## src/rtl/spi_master_regs.sv

```systemverilog
module spi_master_regs #(
  parameter int AW = 8
) (
  input  logic          clk,
  input  logic          rst_n,
  input  logic          wr_en,
  input  logic          rd_en,
  input  logic [AW-1:0] addr,
  input  logic [15:0]   wdata,
  output logic [15:0]   rdata,
  output logic          irq,
  output logic          sck,
  output logic          mosi,
  output logic          ss_n,
  input  logic          miso
);
  localparam logic [AW-1:0] A_CTRL = AW'(8'h00);
  localparam logic [AW-1:0] A_STAT = AW'(8'h03);
  localparam logic [AW-1:0] A_DATA = AW'(8'h04);
  localparam logic [AW-1:0] A_RATE = AW'(8'h0A);
  localparam logic [AW-1:0] A_CMD  = AW'(8'h10);

  typedef enum logic [1:0] {S_IDLE, S_SHIFT, S_TRAIL} st_t;

  logic [7:0]  ctrl, rate, cnt;
  logic [15:0] cmd, txbuf, rxbuf, tsh, rsh, rx_next;
  logic        txe, rxf, ovr;
  st_t         st;
  logic [5:0]  edge_n;
  logic [4:0]  flen;
  logic        f_lsb, f_cpha, f_txo, sck_r, ss_r;

  wire       active   = ctrl[3] & ctrl[6];
  wire       tick     = (cnt == rate);
  wire       wr_data  = wr_en && addr == A_DATA;
  wire       rd_data  = rd_en && addr == A_DATA;
  wire [4:0] cmd_len  = (cmd[11:8] < 4'd7) ? 5'd8 : {1'b0, cmd[11:8]} + 5'd1;
  wire       last_e   = st == S_SHIFT && tick && edge_n == ({flen, 1'b0} - 6'd1);
  wire       sample   = edge_n[0] == f_cpha;
  wire       shift_o  = !sample && edge_n != 6'd0;
  wire       load     = active && !txe && (st == S_IDLE || (st == S_TRAIL && tick));
  wire [3:0] msb_i    = 4'(flen - 5'd1);

  assign mosi = f_lsb ? tsh[0] : tsh[msb_i];
  assign sck  = sck_r;
  assign ss_n = ss_r;
  assign irq  = (rxf & ctrl[7]) | (txe & ctrl[5]) | (ovr & ctrl[4]);

  always_comb begin
    rx_next = rsh;
    if (sample) begin
      if (f_lsb) rx_next[edge_n[4:1]] = miso;
      else       rx_next = {rsh[14:0], miso};
    end
  end

  always_comb begin
    case (addr)
      A_CTRL:  rdata = {8'h00, ctrl};
      A_STAT:  rdata = {8'h00, rxf, 1'b0, txe, 4'b0000, ovr};
      A_DATA:  rdata = rxbuf;
      A_RATE:  rdata = {8'h00, rate};
      A_CMD:   rdata = cmd;
      default: rdata = 16'h0000;
    endcase
  end

  always_ff @(posedge clk or negedge rst_n) begin
    if (!rst_n) begin
      ctrl <= '0; rate <= '0; cmd <= '0; txbuf <= '0; rxbuf <= '0;
      txe <= 1'b1; rxf <= 1'b0; ovr <= 1'b0;
    end else begin
      if (wr_en) begin
        case (addr)
          A_CTRL: ctrl <= wdata[7:0];
          A_RATE: rate <= wdata[7:0];
          A_CMD:  cmd  <= wdata;
          A_STAT: if (!wdata[0]) ovr <= 1'b0;
          A_DATA: if (txe) begin txbuf <= wdata; txe <= 1'b0; end
          default: ;
        endcase
      end
      if (load) txe <= 1'b1;
      if (rd_data) rxf <= 1'b0;
      if (last_e && !f_txo) begin
        if (rxf && !rd_data) ovr <= 1'b1;
        else begin rxbuf <= rx_next; rxf <= 1'b1; end
      end
    end
  end

  always_ff @(posedge clk or negedge rst_n) begin
    if (!rst_n) begin
      st <= S_IDLE; cnt <= '0; edge_n <= '0; sck_r <= 1'b0; ss_r <= 1'b1;
      tsh <= '0; rsh <= '0; flen <= 5'd8; f_lsb <= 1'b0; f_cpha <= 1'b0; f_txo <= 1'b0;
    end else if (!active) begin
      st <= S_IDLE; cnt <= '0; edge_n <= '0; sck_r <= cmd[1]; ss_r <= 1'b1;
    end else begin
      if (load) begin
        tsh <= txbuf; rsh <= '0; flen <= cmd_len; f_lsb <= cmd[12];
        f_cpha <= cmd[0]; f_txo <= ctrl[1]; cnt <= '0; edge_n <= '0;
        ss_r <= 1'b0; st <= S_SHIFT;
      end else begin
        case (st)
          S_IDLE: begin
            sck_r <= cmd[1];
            if (!cmd[7]) ss_r <= 1'b1;
          end
          S_SHIFT: begin
            if (tick) begin
              cnt <= '0;
              sck_r <= ~sck_r;
              rsh <= rx_next;
              edge_n <= last_e ? 6'd0 : edge_n + 6'd1;
              if (shift_o) tsh <= f_lsb ? (tsh >> 1) : (tsh << 1);
              if (last_e) st <= S_TRAIL;
            end else cnt <= cnt + 8'd1;
          end
          S_TRAIL: begin
            if (tick) begin
              cnt <= '0;
              st <= S_IDLE;
              if (!cmd[7]) ss_r <= 1'b1;
            end else cnt <= cnt + 8'd1;
          end
          default: st <= S_IDLE;
        endcase
      end
    end
  end

  assert_off_releases_ss_R11: assert property (@(posedge clk) disable iff (!rst_n)
    !active |=> ss_n);
  assert_txonly_keeps_rxf_R7: assert property (@(posedge clk) disable iff (!rst_n)
    $rose(rxf) |-> !f_txo);
  assert_overrun_needs_full_R8: assert property (@(posedge clk) disable iff (!rst_n)
    $rose(ovr) |-> $past(rxf));
  assert_rxf_cleared_by_read_R6: assert property (@(posedge clk) disable iff (!rst_n)
    $fell(rxf) |-> $past(rd_en && addr == A_DATA));
  assert_txe_cleared_by_write_R9: assert property (@(posedge clk) disable iff (!rst_n)
    $fell(txe) |-> $past(wr_en && addr == A_DATA));
endmodule

```

## config.mk

```make
export PLATFORM = sky130hd
export DESIGN_NAME = spi_master_regs
export DESIGN_NICKNAME = d
export VERILOG_FILES = /design/src/rtl/spi_master_regs.sv
export SDC_FILE = /design/constraint.sdc
export NUM_CORES = 1
export LEC_CHECK = 0
export BUFFER_PORTS_ARGS = -buffer_cell sky130_fd_sc_hd__buf_4
export CORE_ASPECT_RATIO = 1.5
export CORE_UTILIZATION = 55
export DETAILED_ROUTE_END_ITERATION = 16
export HOLD_SLACK_MARGIN = 0.12
export PLACE_DENSITY = 0.79
export SLEW_MARGIN = 20
export SYNTH_ARGS = -nofsm -noshare
export SYNTH_HDL_FRONTEND = slang
export SYNTH_SLANG_ARGS = --single-unit
export TNS_END_PERCENT = 100
```

## constraint.sdc

```tcl
create_clock -name clk -period 2.6 [get_ports clk]
set_input_delay 0.13 -clock clk [delete_from_list [all_inputs] [get_ports clk]]
set_output_delay 0.13 -clock clk [all_outputs]
set_load 0.005 [all_outputs]
```

==> results.sh <==
export IMPL_path_cells="inv_1, ha_4, mux4_2, mux4_2, mux2_2, buf_4"
export IMPL_maxCapViolations=0
export IMPL_finish_instance_area_mm2=0.00818
export IMPL_multi_input_area_mm2=0.00344
export IMPL_max_clock_freq_mhz=394
export IMPL_die_h_um=138
export IMPL_synth_area_top_cells="dfrtp_1 45%, mux2_2 16%, nand2_1 3.5%, xnor2_1 2.7%, mux2_4 2.7%"
export IMPL_p_leak_nw=3.81
export IMPL_die_x_um=92.4
export IMPL_rsz0062_at_grt="no"
export IMPL_drcViolationCount=0
export IMPL_clock_power_share=0.531
export IMPL_tns_ps=0
export IMPL_tightest_slew_ps=867
export IMPL_htree_num_levels=4
export IMPL_worst_clock_skew_ps=12.4
export IMPL_synth_top_area_frac=0.453
export IMPL_hpwlAfterDp_um=12200
export IMPL_drt_iter0_drc=413
export IMPL_fillerInstances=857
export IMPL_yosysSeqAreaShare=0.465
export IMPL_comb_power_share=0.049
export IMPL_crit_path_start_kind="register"
export IMPL_finalCoreUtilization=0.685
export IMPL_hold_path_class="in -> reg"
export IMPL_grt_pass1_wl_um=28000
export IMPL_synth_distinct_cells=56
export IMPL_required_ps=2470
export IMPL_antenna_cells=0
export IMPL_cp_max_fo=5
export IMPL_critical_path_class="reg -> out"
export IMPL_register_area_mm2=0.00313
export IMPL_grt_overflow_total=0
export IMPL_routed_wl_um=17700
export IMPL_critPathSlowestCell="mux4_2"
export IMPL_pin_count=49
export IMPL_grt_pass1_vias=5430
export IMPL_syn_to_final_growth_pct=21.4
export IMPL_dieArea_mm2=0.0127
export IMPL_vias_per_cell=6.27
export IMPL_placed_area_mm2=0.00731
export IMPL_synth_main_ff_cell="dfrtp_1"
export IMPL_r2r_start="st[0]$_DFFE_PN0P_"
export IMPL_finalHoldViolations=0
export IMPL_clk_path_buf_depth=2
export IMPL_layout_cells_non_filler=853
export IMPL_drtPass1Iterations=7
export IMPL_ff2ff_setup_slack_ps=110
export IMPL_use_met2=0.507
export IMPL_cp_end_kind="primary output"
export IMPL_netlist_area_mm2=0.00674
export IMPL_hold_slack_ps=271
export IMPL_cts_root_buf="clkbuf_16"
export IMPL_ir_drop_mv=0.444
export IMPL_fin_crit_ps=2540
export IMPL_total_power_mw=4.83
export IMPL_cts_made_buffers=17
export IMPL_wl_per_cell_um=20.7
export IMPL_pwr_density_cell_mw_per_mm2=590
export IMPL_internal_power_mw=3.76
export IMPL_finish_net_count=725
export IMPL_port_buffers=48
export IMPL_synth_edf_count=0
export IMPL_drive_gt1_frac=0.324
export IMPL_grt_max_degree=66
export IMPL_busiest_layer="met2"
export IMPL_met3_usage=0.0480
export IMPL_period_share=0.976
export IMPL_drv_slew=0
export IMPL_num_rows=49
export IMPL_yosysWarnings=0
export IMPL_syn_nets=652
export IMPL_clkLatencyLatePin_ps=420
export IMPL_min_from="addr[0]"
export IMPL_dp_slack_ps=122
export IMPL_antenna_found_initial=0
export IMPL_status="complete, no violations"
export IMPL_p_switching_mw=1.06
export IMPL_cp_startpoint="flen[1]$_DFFE_PN0P_"
export IMPL_critical_path_arrival_ps=2410
export IMPL_initial_utilization=0.564
export IMPL_cp_common_cell="mux4_2"
export IMPL_cpPeakStageDelay_ps=470
export IMPL_syn_mean_instance_area_um2=11.0
export IMPL_async_flop_share=1.00
export IMPL_setup_viol=0
export IMPL_cts_tree="done"
export IMPL_via_count=5349
export IMPL_core_mm2=0.0120
export IMPL_place_congestion=0.937
export IMPL_pwr_share_seq=0.420
export IMPL_detail_route_antenna_nets=0
export IMPL_dp_cells=801
export IMPL_ys_seq_elements=125
export IMPL_clk_pin_slew_ps=50
export IMPL_met1_usage=0.340
export IMPL_max_slew_margin=0.422
export IMPL_grt_usage=0.291
export IMPL_switching_share=0.220
export IMPL_clock_sinks=125
export IMPL_synth_cells=614
export IMPL_setup_slack_ps=62.6
export IMPL_yosysTopAreaCell="dfrtp_1"
## power by group through the flow
stage	logic [mW]	clock network [mW]	registers, mW
5_1_grt	0.260	2.66	2.03
3_5_place_dp	0.213	0	2.06
4_1_cts	0.239	2.57	2.03
2_1_floorplan	0.0903	0	2.04
3_3_place_gp	0.208	0	2.06
6_report	0.237	2.56	2.03
## critical path: cells and delay by family (launching register included)
| family | cells | cell delay [ps] |
|---|---|---|
| flip-flops | 1 | 390 |
| buffers and inverters | 2 | 240 |
| adder cells (fa/ha/maj) | 1 | 310 |
| multiplexers | 3 | 1050 |
## area by class of cell
| cell class | count | area share |
|---|---|---|
| Tap cell | 153 | 0.0234 |
| Clock inverter | 12 | 0.0228 |
| Timing Repair Buffer | 88 | 0.0899 |
| Multi-Input combinational cell | 444 | 0.420 |
| Inverter | 11 | 0.00505 |
| Clock buffer | 20 | 0.0558 |
| Sequential cell | 125 | 0.383 |
## state kept, by name (all words and copies together), names as in the netlist
| register | count |
|---|---|
| f_lsb | 1 |
| edge_n | 6 |
| sck | 1 |
| cmd | 16 |
| flen | 5 |
| f_txo | 1 |
| f_cpha | 1 |
| ovr | 1 |
| rate | 8 |
| ss_n | 1 |
| st | 2 |
| rsh | 16 |
| txbuf | 16 |
| cnt | 8 |
| txe | 1 |
| rxbuf | 16 |
| ctrl | 8 |
| tsh | 16 |
| rxf | 1 |
## synthesized netlist by cell type (3+ instances only)
library cell / count
clkbuf_1: 25
and4_1: 5
nand3b_1: 6
ha_1: 9
a22o_1: 20
mux4_2: 5
o22ai_1: 9
o31ai_1: 3
mux2_2: 93
dfrtp_1: 122
a211oi_1: 6
inv_1: 11
o21ai_0: 34
buf_2: 4
xor2_1: 8
a222oi_1: 9
nand3_1: 13
mux2_4: 12
xnor2_1: 21
a21oi_1: 25
nor3_1: 16
nand2b_1: 4
a22oi_1: 3
or3_1: 3
nand2_1: 62
or2_2: 3
nor2_1: 39
a21o_1: 4
o32ai_1: 4
buf_6: 3
dfstp_2: 3
## per-layer routing
metal / part of all wire / wire [µm] / up-vias
li1: - / - / 2399
met1: 0.38 / 6790 / 2674
met2: 0.53 / 9370 / 212
met3: 0.045 / 798 / 64
met4: 0.041 / 729 / 0
met5: 0 / 0 / -
## path summary, 6_finish.rpt
path / depth (start not counted) / endpoint
min in group asynchronous: 2 / rsh[10]$_DFFE_PN0P_
worst max-delay path: 6 / mosi
worst min register to register: 1 / txbuf[3]$_DFFE_PN0P_
worst max register to register: 8 / tsh[11]$_DFFE_PN0P_
max in group asynchronous: 3 / rxbuf[3]$_DFFE_PN0P_
worst min-delay path: 5 / ovr$_DFF_PN0_
## cells by family after synthesis
kind of cell | count (synthesis) | synth area share
and+or+nand+nor | 165 | 0.118
AOI/OAI and AO/OA | 128 | 0.129
DFF | 125 | 0.465
muxes | 112 | 0.202
buffers and inverters | 45 | 0.0297
xor gates and xnor gates | 30 | 0.0401
adders and majority gates | 9 | 0.0167
## layout by cell type (no fill, tap or decap), types with 5 or more instances in the layout
cell type        n
nand3b_1         6
nand3_1         13
clkbuf_16       17
inv_1           11
xnor2_1         21
dfrtp_1        122
dlygate4sd3_1   20
a211oi_1         6
and4_1           5
nor3_1          15
ha_1             7
nand2_1         62
buf_4           66
mux2_2          93
a22o_1          20
xor2_1           7
a21oi_1         25
nor2_1          39
o21ai_0         34
mux2_4          12
a222oi_1         9
o22ai_1          9
mux4_2           5
## timing repair
action	CTS	global route
resized for setup	1	5
hold buffers	20	0
endpoints found under the setup margin	1	19
gates cloned	0	0
setup buffers	0	0
hold endpoints to repair	111	0
pin swaps	0	1
(Power assumes the default switching activity.)
